## config.mk

```make
export PLATFORM = sky130hd
export DESIGN_NAME = bcseq_top
export DESIGN_NICKNAME = d
export VERILOG_FILES = /design/src/rtl/bcseq_pkg.sv /design/src/rtl/bcseq_frame_src.sv /design/src/rtl/bcseq_retry.sv /design/src/rtl/bcseq_top.sv
export SDC_FILE = /design/constraint.sdc
export NUM_CORES = 1
export LEC_CHECK = 0
export ABC_AREA = 1
export BUFFER_PORTS_ARGS = -buffer_cell sky130_fd_sc_hd__buf_2
export CAP_MARGIN = 5
export CORE_AREA = 4 4 143 145
export DETAILED_ROUTE_END_ITERATION = 8
export DIE_AREA = 0 0 147 149
export PLACE_DENSITY = 0.72
export SYNTH_ARGS = -nofsm -noshare
export SYNTH_HDL_FRONTEND = slang
export SYNTH_SLANG_ARGS = --single-unit
```

## constraint.sdc

```tcl
create_clock -name clk_i -period 2.95 [get_ports clk_i]
set_clock_uncertainty 0.1 [all_clocks]
set_input_delay 0 -clock clk_i [delete_from_list [all_inputs] [get_ports clk_i]]
set_output_delay 0 -clock clk_i [all_outputs]
set_load 0.005 [all_outputs]
```

## src/rtl/bcseq_pkg.sv

```systemverilog
package bcseq_pkg;
  typedef enum logic [3:0] {
    S_IDLE, S_OP_RQ, S_OP_RD, S_PAR_RD, S_EXEC,
    S_D0, S_D1, S_D2, S_D3, S_GO, S_BUSY,
    S_WB0, S_WB1, S_WB2, S_WAIT
  } seq_state_e;

  localparam logic [3:0] OP_MSG  = 4'd0;
  localparam logic [3:0] OP_JMP  = 4'd1;
  localparam logic [3:0] OP_WAIT = 4'd2;
  localparam logic [3:0] OP_IRQ  = 4'd3;
  localparam logic [3:0] OP_QUE  = 4'd4;
  localparam logic [3:0] OP_HALT = 4'd5;

  // descriptor word offsets
  localparam int DO_CTRL  = 0;
  localparam int DO_CMD   = 1;
  localparam int DO_BSTAT = 5;
  localparam int DO_STAT  = 7;
  localparam int DO_CMD2  = 8;
  localparam int DO_STAT2 = 9;

  // control word bits
  localparam int CB_RETRY = 0;
  localparam int CB_B2B   = 1;
  localparam int CB_BUS   = 2;
endpackage

```

## src/rtl/bcseq_frame_src.sv

```systemverilog
module bcseq_frame_src #(
  parameter int TW = 16
) (
  input  logic          clk_i,
  input  logic          rst_ni,
  input  logic          arm_i,
  input  logic          run_i,
  input  logic          ext_mode_i,
  input  logic [TW-1:0] period_i,
  input  logic          ext_trig_i,
  input  logic          take_i,
  output logic          pend_o
);
  logic [TW-1:0] cnt_q;
  logic          trig_q, pend_q;
  logic          tmr_evt, ext_evt;

  assign tmr_evt = run_i && !ext_mode_i && (cnt_q == '0) && !arm_i;
  assign ext_evt = run_i && ext_mode_i && ext_trig_i && !trig_q;

  always_ff @(posedge clk_i or negedge rst_ni) begin
    if (!rst_ni) begin
      cnt_q  <= '0;
      trig_q <= 1'b0;
      pend_q <= 1'b0;
    end else begin
      trig_q <= ext_trig_i;
      if (arm_i)
        cnt_q <= period_i - TW'(1);
      else if (run_i && !ext_mode_i)
        cnt_q <= (cnt_q == '0) ? period_i - TW'(1) : cnt_q - TW'(1);
      if (arm_i) pend_q <= 1'b0;
      else       pend_q <= (pend_q && !take_i) || tmr_evt || ext_evt;
    end
  end

  assign pend_o = pend_q;

  assert_ext_no_timer_R13: assert property (@(posedge clk_i) disable iff (!rst_ni)
    (ext_mode_i && !ext_trig_i && !pend_q) |=> !pend_q);
endmodule

```

## src/rtl/bcseq_retry.sv

```systemverilog
module bcseq_retry #(
  parameter int MAX_RETRY = 2,
  parameter int RW = $clog2(MAX_RETRY + 1)
) (
  input  logic          clk_i,
  input  logic          rst_ni,
  input  logic          clr_i,
  input  logic          fail_i,
  output logic          again_o,
  output logic          final_o,
  output logic [RW-1:0] cnt_o
);
  logic [RW-1:0] cnt_q;

  assign final_o = (cnt_q == RW'(MAX_RETRY));
  assign again_o = fail_i && !final_o;
  assign cnt_o   = cnt_q;

  always_ff @(posedge clk_i or negedge rst_ni) begin
    if (!rst_ni)      cnt_q <= '0;
    else if (clr_i)   cnt_q <= '0;
    else if (again_o) cnt_q <= cnt_q + RW'(1);
  end

  assert_retry_cap_R5: assert property (@(posedge clk_i) disable iff (!rst_ni)
    cnt_q <= RW'(MAX_RETRY));
  assert_retry_step_R5: assert property (@(posedge clk_i) disable iff (!rst_ni)
    (!clr_i && !again_o) |=> $stable(cnt_q));
endmodule

```

## src/rtl/bcseq_top.sv

```systemverilog
module bcseq_top
  import bcseq_pkg::*;
#(
  parameter int AW        = 12,
  parameter int DW        = 16,
  parameter int TW        = 16,
  parameter int NIRQ      = 4,
  parameter int MAX_RETRY = 2
) (
  input  logic            clk_i,
  input  logic            rst_ni,
  input  logic            start_i,
  input  logic            ptr_load_i,
  input  logic [AW-1:0]   ptr_init_i,
  output logic [AW-1:0]   ptr_o,
  input  logic            auto_rep_i,
  input  logic            ext_mode_i,
  input  logic [TW-1:0]   frame_period_i,
  input  logic            ext_trig_i,
  output logic            mem_req_o,
  output logic            mem_we_o,
  output logic [AW-1:0]   mem_addr_o,
  output logic [DW-1:0]   mem_wdata_o,
  input  logic [DW-1:0]   mem_rdata_i,
  output logic            msg_start_o,
  output logic [DW-1:0]   msg_ctrl_o,
  output logic [DW-1:0]   msg_cmd_o,
  output logic [DW-1:0]   msg_cmd2_o,
  output logic            msg_bus_o,
  input  logic            msg_done_i,
  input  logic            msg_ok_i,
  input  logic [DW-1:0]   msg_stat_i,
  input  logic [DW-1:0]   msg_stat2_i,
  output logic [NIRQ-1:0] irq_o,
  output logic            q_valid_o,
  output logic [DW-1:0]   q_data_o,
  output logic            busy_o,
  output logic            halted_o,
  output logic            err_o
);
  localparam int IW = (NIRQ > 1) ? $clog2(NIRQ) : 1;
  localparam int RW = $clog2(MAX_RETRY + 1);

  seq_state_e    st_q;
  logic [AW-1:0] ptr_q, base_q;
  logic [3:0]    op_q;
  logic [DW-1:0] par_q, ctrl_q, cmd_q, cmd2_q, stat_q, stat2_q, qd_q;
  logic          ok_q, halted_q, err_q, qv_q;
  logic [NIRQ-1:0] irq_q;

  logic          arm, run, take, pend;
  logic          rt_clr, rt_fail, rt_again, rt_final;
  logic [RW-1:0] rt_cnt;
  logic [DW-1:0] bstat;
  logic [AW-1:0] par_a;

  assign par_a  = par_q[AW-1:0];
  assign busy_o = (st_q != S_IDLE);
  assign arm    = (st_q == S_IDLE) && start_i;
  assign run    = busy_o && auto_rep_i;
  assign take   = (st_q == S_WAIT) && pend;

  assign rt_clr  = (st_q == S_EXEC);
  assign rt_fail = (st_q == S_BUSY) && msg_done_i && !msg_ok_i && ctrl_q[CB_RETRY];

  bcseq_frame_src #(.TW(TW)) u_frame (
    .clk_i, .rst_ni, .arm_i(arm), .run_i(run), .ext_mode_i,
    .period_i(frame_period_i), .ext_trig_i, .take_i(take), .pend_o(pend)
  );

  bcseq_retry #(.MAX_RETRY(MAX_RETRY), .RW(RW)) u_retry (
    .clk_i, .rst_ni, .clr_i(rt_clr), .fail_i(rt_fail),
    .again_o(rt_again), .final_o(rt_final), .cnt_o(rt_cnt)
  );

  always_comb begin
    bstat          = '0;
    bstat[DW-1]    = 1'b1;
    bstat[DW-2]    = !ok_q;
    bstat[2]       = rt_final;
    bstat[RW-1:0]  = rt_cnt;
  end

  always_comb begin
    mem_req_o   = 1'b0;
    mem_we_o    = 1'b0;
    mem_addr_o  = ptr_q;
    mem_wdata_o = '0;
    unique case (st_q)
      S_OP_RQ:  mem_req_o = 1'b1;
      S_OP_RD:  begin mem_req_o = 1'b1; mem_addr_o = ptr_q + AW'(1); end
      S_D0:     begin mem_req_o = 1'b1; mem_addr_o = par_a + AW'(DO_CTRL); end
      S_D1:     begin mem_req_o = 1'b1; mem_addr_o = par_a + AW'(DO_CMD); end
      S_D2:     begin mem_req_o = ctrl_q[CB_B2B]; mem_addr_o = par_a + AW'(DO_CMD2); end
      S_WB0:    begin mem_req_o = 1'b1; mem_we_o = 1'b1;
                      mem_addr_o = par_a + AW'(DO_BSTAT); mem_wdata_o = bstat; end
      S_WB1:    begin mem_req_o = 1'b1; mem_we_o = 1'b1;
                      mem_addr_o = par_a + AW'(DO_STAT); mem_wdata_o = stat_q; end
      S_WB2:    begin mem_req_o = 1'b1; mem_we_o = 1'b1;
                      mem_addr_o = par_a + AW'(DO_STAT2); mem_wdata_o = stat2_q; end
      default: ;
    endcase
  end

  always_ff @(posedge clk_i or negedge rst_ni) begin
    if (!rst_ni) begin
      st_q     <= S_IDLE;
      ptr_q    <= '0;
      base_q   <= '0;
      op_q     <= '0;
      par_q    <= '0;
      ctrl_q   <= '0;
      cmd_q    <= '0;
      cmd2_q   <= '0;
      stat_q   <= '0;
      stat2_q  <= '0;
      qd_q     <= '0;
      ok_q     <= 1'b0;
      halted_q <= 1'b0;
      err_q    <= 1'b0;
      qv_q     <= 1'b0;
      irq_q    <= '0;
    end else begin
      irq_q <= '0;
      qv_q  <= 1'b0;
      unique case (st_q)
        S_IDLE: begin
          if (ptr_load_i) ptr_q <= ptr_init_i;
          else if (start_i) begin
            base_q   <= ptr_q;
            halted_q <= 1'b0;
            err_q    <= 1'b0;
            st_q     <= S_OP_RQ;
          end
        end
        S_OP_RQ:  st_q <= S_OP_RD;
        S_OP_RD:  begin op_q <= mem_rdata_i[3:0]; st_q <= S_PAR_RD; end
        S_PAR_RD: begin par_q <= mem_rdata_i; ptr_q <= ptr_q + AW'(2); st_q <= S_EXEC; end
        S_EXEC: begin
          unique case (op_q)
            OP_MSG:  st_q <= S_D0;
            OP_JMP:  begin ptr_q <= par_a; st_q <= S_OP_RQ; end
            OP_WAIT: st_q <= auto_rep_i ? S_WAIT : S_IDLE;
            OP_IRQ:  begin irq_q[par_q[IW-1:0]] <= 1'b1; st_q <= S_OP_RQ; end
            OP_QUE:  begin qv_q <= 1'b1; qd_q <= par_q; st_q <= S_OP_RQ; end
            OP_HALT: begin halted_q <= 1'b1; st_q <= S_IDLE; end
            default: begin halted_q <= 1'b1; err_q <= 1'b1; st_q <= S_IDLE; end
          endcase
        end
        S_D0: st_q <= S_D1;
        S_D1: begin ctrl_q <= mem_rdata_i; st_q <= S_D2; end
        S_D2: begin
          cmd_q <= mem_rdata_i;
          st_q  <= ctrl_q[CB_B2B] ? S_D3 : S_GO;
        end
        S_D3: begin cmd2_q <= mem_rdata_i; st_q <= S_GO; end
        S_GO: st_q <= S_BUSY;
        S_BUSY: begin
          if (msg_done_i) begin
            ok_q    <= msg_ok_i;
            stat_q  <= msg_stat_i;
            stat2_q <= msg_stat2_i;
            st_q    <= rt_again ? S_GO : S_WB0;
          end
        end
        S_WB0: st_q <= S_WB1;
        S_WB1: st_q <= ctrl_q[CB_B2B] ? S_WB2 : S_OP_RQ;
        S_WB2: st_q <= S_OP_RQ;
        S_WAIT: begin
          if (pend) begin ptr_q <= base_q; st_q <= S_OP_RQ; end
        end
        default: st_q <= S_IDLE;
      endcase
    end
  end

  assign ptr_o       = ptr_q;
  assign msg_start_o = (st_q == S_GO);
  assign msg_ctrl_o  = ctrl_q;
  assign msg_cmd_o   = cmd_q;
  assign msg_cmd2_o  = cmd2_q;
  assign msg_bus_o   = ctrl_q[CB_BUS] ^ rt_final;
  assign irq_o       = irq_q;
  assign q_valid_o   = qv_q;
  assign q_data_o    = qd_q;
  assign halted_o    = halted_q;
  assign err_o       = err_q;

  assert_irq_onehot_R8: assert property (@(posedge clk_i) disable iff (!rst_ni)
    $onehot0(irq_o));
  assert_q_pulse_R9: assert property (@(posedge clk_i) disable iff (!rst_ni)
    q_valid_o |=> !q_valid_o);
  assert_halt_idle_R10: assert property (@(posedge clk_i) disable iff (!rst_ni)
    halted_o |-> !busy_o);
  assert_err_halts_R10: assert property (@(posedge clk_i) disable iff (!rst_ni)
    err_o |-> halted_o);
  assert_start_quiet_R3: assert property (@(posedge clk_i) disable iff (!rst_ni)
    msg_start_o |-> (busy_o && !mem_req_o));
  assert_ptr_step_R2: assert property (@(posedge clk_i) disable iff (!rst_ni)
    (st_q == S_EXEC) |-> (ptr_q == $past(ptr_q, 2) + AW'(2)));
endmodule

```

# Word-level counts from Yosys, hierarchy flattened

Index checks and enable logic that the tools add are counted.

Logic and storage cells: 142
Input bits: 85
Register bits after elaboration: 172

Muxes and demuxes: 36
Eq/ne operators: 28
Bitwise operators: 2
$add $sub $neg: 10
Order comparisons: 2
Reduce and logical (&&, ||, !) cells: 44

Operators with widths:

| operator                                                             | count |
|---|---|
| 12-bit one-hot mux with 7 select lines                               | 1 |
| 4-bit one-hot mux with 15 select lines                               | 1 |
| 16-bit 2-to-1 mux                                                    | 3 |
| 12-bit one-hot mux with 4 select lines                               | 1 |
| 16-bit one-hot mux with 3 select lines                               | 1 |
| 12-bit 2-to-1 mux                                                    | 3 |
| 4-bit 2-to-1 mux                                                     | 8 |
| 16-bit by 1-bit subtractor with 16-bit output, second input constant | 2 |
| 4-bit == test, second input constant                                 | 7 |
| 12-bit by 1-bit adder with 12-bit output, second input constant      | 2 |
| 12-bit by 3-bit adder with 12-bit output, second input constant      | 2 |
| 12-bit by 4-bit adder with 12-bit output, second input constant      | 2 |
| 4-bit by 3-bit == test with 1-bit output, second input constant      | 6 |
| 4-bit by 2-bit == test with 1-bit output, second input constant      | 4 |
| 16-bit zero test                                                     | 1 |
| 4-bit AND reduction                                                  | 4 |
| 1-bit logical AND                                                    | 15 |
| 12-bit by 2-bit adder with 12-bit output, second input constant      | 1 |
| 2-bit != test, second input constant                                 | 6 |
| 4-bit one-hot mux with 3 select lines                                | 1 |
| 1-bit 2-to-1 mux                                                     | 10 |
| 4-bit by 1-bit == test with 1-bit output, second input constant      | 2 |
| 4-bit zero test                                                      | 2 |
| 4-bit nonzero test                                                   | 2 |
| other kinds (19)                                                     | 35 |

# Longest topological paths before layout

Depth after elaboration: 8
Gate-level depth with buffers: 13

# Cells and area by module

Synthesis repeated with hierarchy kept, for this count alone.

Cells, all modules: 1190
Area, all modules: 9270.1 µm²

By module, submodules not included:

| module          | times used | area each (µm²) | sequential area each (µm²) | cells each |
|---|---|---|---|---|
| bcseq_top       | 1          | 7482.2          | 3803.6                     | 902 |
| bcseq_frame_src | 1          | 1669.1          | 450.4                      | 272 |
| bcseq_retry     | 1          | 118.9           | 50.0                       | 16 |

# Worst setup path after synthesis

OpenSTA, ideal clock, no wires.

Path kind: reg2out
From: reg st_q[1]
To: out mem_addr_o[10]
Data required time: 2.850 ns
Slack: 0.725 ns
Arrival: 2.125 ns
Cell stages (with the launch flop): 14
Path through: dfrtp_1 > inv_1 > nand2_1 > nor2_2 > clkbuf_1 > ha_1 > a21oi_1 > nand2_1 > nand3_1 > nand2_1 > nand3_1 > nand2_1 > nor2_1 > nand2_1

Cells in the longest elaborated chain, start to end: 2

Ends and longest elaborated chain:

| item                                       | line             | source |
|---|---|---|
| start, declared                            | bcseq_top.sv:44  | `seq_state_e st_q;` |
| start signal, assigned                     | bcseq_top.sv:143 | `OP_WAIT: st_q <= auto_rep_i ? S_WAIT : S_IDLE;` |
| start signal, assigned                     | bcseq_top.sv:154 | `st_q <= ctrl_q[CB_B2B] ? S_D3 : S_GO;` |
| start signal, assigned                     | bcseq_top.sv:163 | `st_q <= rt_again ? S_GO : S_WB0;` |
| 4-bit == test (tied with other cells)      | bcseq_top.sv:89  | `unique case (st_q)` |
| 12-bit one-hot mux with 7 select lines (*) | bcseq_top.sv:89  |  |
| end, declared                              | bcseq_top.sv:22  | `output logic [AW-1:0] mem_addr_o,` |

Mark *: on every way between the ends. The rest lies on a longest branch, timed or not.

# Worst setup path after layout

From: reg st_q[2]
To: out mem_addr_o[11]

The elaborated chain is that of the path after synthesis.

==> impl_results.md <==
* Mean post-synth cell area at 7.29 µm²
* Unrepaired setup endpoints after global routing: no
* Leak Pwr at 6.34 nW
* Avg WL per Cell at 15.8 µm
* Ys flop type: dfrtp_1
* Syn-to-layout area delta at 30.4%
* CTS Root Buffer Type: clkbuf_16
* Post-Syn Nets at 1363
* Initial antenna violation count at 1
* Io pins at 201
* Register area share after synthesis at 46.6%
* Num rows at 51
* CP startpoint kind: register
* Worst-margin pin slew at 0.734 ns
* Via count of the first global-routing pass at 9112
* Crit path DAT at 2.66 ns
* Max-capacitance violation count at 0
* CTS Buf Count at 17
* Core area at 19200 µm²
* Worst-path maximum fanout at 6
* Hpwl dp at 20400 µm
* Post-route ant nets at 0
* Worst R2R End: u_frame.cnt_q[13]$_DFFE_PN0P_
* Most frequent cells in the layout: nand2_1 (448), buf_2 (199), dfrtp_1 (169)
* Max clock buf depth at 2
* First drt pass iteration count at 5
* Finished Layout Cells at 1828
* Pre-CTS setup slack at 0.480 ns
* Die W at 147 µm
* R2R Setup Slk at 0.32 ns
* Most common cell after layout, fill and taps aside: nand2_1
* Worst-skew pair later-pin latency at 0.43 ns
* YS warnings at 0
* CP startpoint: st_q[2]$_DFFE_PN0P_
* Die Y at 149 µm
* # setup viols final at 0
* Max Fclk at 362 MHz
* First-pass GRT wire length at 46400 µm
* Fillers at 1783
* Dpl cells at 1708
* Largest net degree at the start of global routing at 64
* Setup tns final at 0 ns
* DRC viols at 0
* Max_slew headroom at 50.9%
* Flops & latches, synth at 172
* RR Startpoint: st_q[2]$_DFFE_PN0P_
* Gr ovfl total at 0
* Critical path class: reg2out
* Final Max Tran Viols at 0
* Via count at 9458
* Final net count at 1646
* Number of distinct library cells after synthesis at 37
* Critical Path, Cell by Cell: nand2_2 > inv_1 > nand2_1 > nand2_1 > ha_1 > nand3_1 > nand3_1 > nand3_1 > nand2_1 > nand2_1 > nand3_1 > a21oi_1 > buf_2
* DR iter-0 viols at 687
* TritonCTS clock tree: done
* Status: finished, final reports clean
* Power Dens Cells at 956 nW/µm²
* Final Cycle Share at 93.6%
* Initial Util at 48.1%
* R2R cell count at 9
* Mapped cell area at 9240 µm²
* Req. time, crit path at 2.85 ns
* Peak supply drop at 0.472 mV
* Final min period at 2.76 ns
* Share of post-route cells with drive strength above 1 at 17.7%
* WL final at 28800 µm
* H-tree depth at 4
* Die footprint at 21900 µm²
* Port bufs at 200
* Post-CTS Repair Setup Buffers at 0
* Clk slew on worst S/H paths at 0.07 ns
* # diodes at 0
* EDFF count, synth at 0
* Clk sinks at 172
* Fin util at 62.7%
* Hold WC Path Type: in2async
* Slowest CP cell: dfrtp_1
* Crit path capture type: output port
* CP peak stage delay at 0.46 ns
* Total track usage at 26.4%
* Post-Syn Instances at 1267
* Synth async-reset ratio at 100%
* Vias/cell at 5.17
* Hold Vio Cnt, Final at 0
* GPL Wtd Cong at 0.934
* Worst setup margin at 0.188 ns
## stage by stage
step / cell area [µm²] / total power, mW / hold WS [ns]
finish: 12000 / 11.5 / 0.0101
CTS: 12000 / 11.5 / 0.00582
floorplan: 9240 / 7.11 / -0.396
detailed placement: 10500 / 9.06 / -0.0901
global placement: 10500 / 8.95 / -0.0873
global route: 12000 / 12.5 / 0.0449
## logic make-up after synthesis
logic type	count (synthesis)	share of synthesized area [%]
adders and majority gates	11	1.57
buffers and inverters	171	7.25
and+or+nand+nor	697	31.4
xor gates and xnor gates	15	1.42
AOI/OAI and AO/OA	201	11.8
DFF	172	46.6
## layer usage
layer	routed length (µm)	global-route usage [%]	up-vias	share of wire, %
li1	-	-	4644	-
met1	12500	34.2	4411	43
met2	13700	44.1	342	48
met3	1890	5.77	59	6.5
met4	759	9.37	2	2.6
met5	11	0	-	0.038
## area by class of cell
type,instances,area [µm²],area share (%)
clock buffer,17,425,3.53
clock inverter,15,191,1.59
inverter,133,499,4.14
multi-input combinational,924,4280,35.6
sequential,172,4310,35.8
tap,265,332,2.75
timing repair buffer,302,2010,16.7
## sequential cells by signal, summed over array words and instances, names as in the netlist, 12 cells and up
signal,cells
base_q,12
msg_cmd2_o,16
msg_cmd_o,16
msg_ctrl_o,16
par_q,16
ptr_o,12
q_data_o,16
stat2_q,16
stat_q,16
u_frame.cnt_q,16
## report_power, final
| part | total [mW] | internal [mW] | switching (mW) |
|---|---|---|---|
| registers | 4.38 | 3.44 | 0.936 |
| clock network | 2.34 | 1.23 | 1.11 |
| logic | 4.80 | 1.84 | 2.96 |
## worst max-delay path: cells and delay by family, from the launching register on
kind	cells	cell delay, ns
buffers and inverters	2	0.23
and+or+nand+nor	9	0.99
AOI/OAI and AO/OA	1	0.22
adders and majority gates	1	0.34
DFF	1	0.46
## synth_stat cells, types with 2 or more instances
master	n	area [µm²]
buf_2	13	65.1
nand4_1	14	87.6
o22ai_1	3	18.8
ha_1	10	125
inv_1	123	462
nor3_1	8	40.0
nand3_1	111	556
or2_2	2	12.5
clkinv_1	2	7.51
a21oi_1	24	120
nand2_2	4	25.0
nor2_2	6	37.5
dfrtp_1	172	4300
buf_4	3	22.5
o21ai_0	126	631
nor2_4	2	22.5
nand3b_1	8	60.1
nand2_1	451	1690
o211ai_1	9	67.6
nor2_1	88	330
o21ai_1	20	100
a31oi_1	3	18.8
clkbuf_1	21	78.8
inv_2	8	30.0
xnor2_1	6	52.6
xor2_1	9	78.8
a22o_1	11	96.3
## worst max-delay path by stage
stage          slack (ns)        endpoint  depth (start not counted)
4_1_cts              0.07  mem_addr_o[11]                         13
2_1_floorplan        0.73  mem_addr_o[10]                         13
3_3_place_gp         0.56  mem_addr_o[11]                         13
3_5_place_dp         0.48  mem_addr_o[11]                         13
5_1_grt             0.009  mem_addr_o[11]                         12
6_report             0.19  mem_addr_o[11]                         13
## timing repair
item | 4_1_cts | 5_1_grt
resized for setup | 1 | 8
endpoints found under the hold margin | 310 | 0
endpoints found under the setup margin | 1 | 8
hold buffers | 88 | 0
Power figures use the tool's default switching activity.
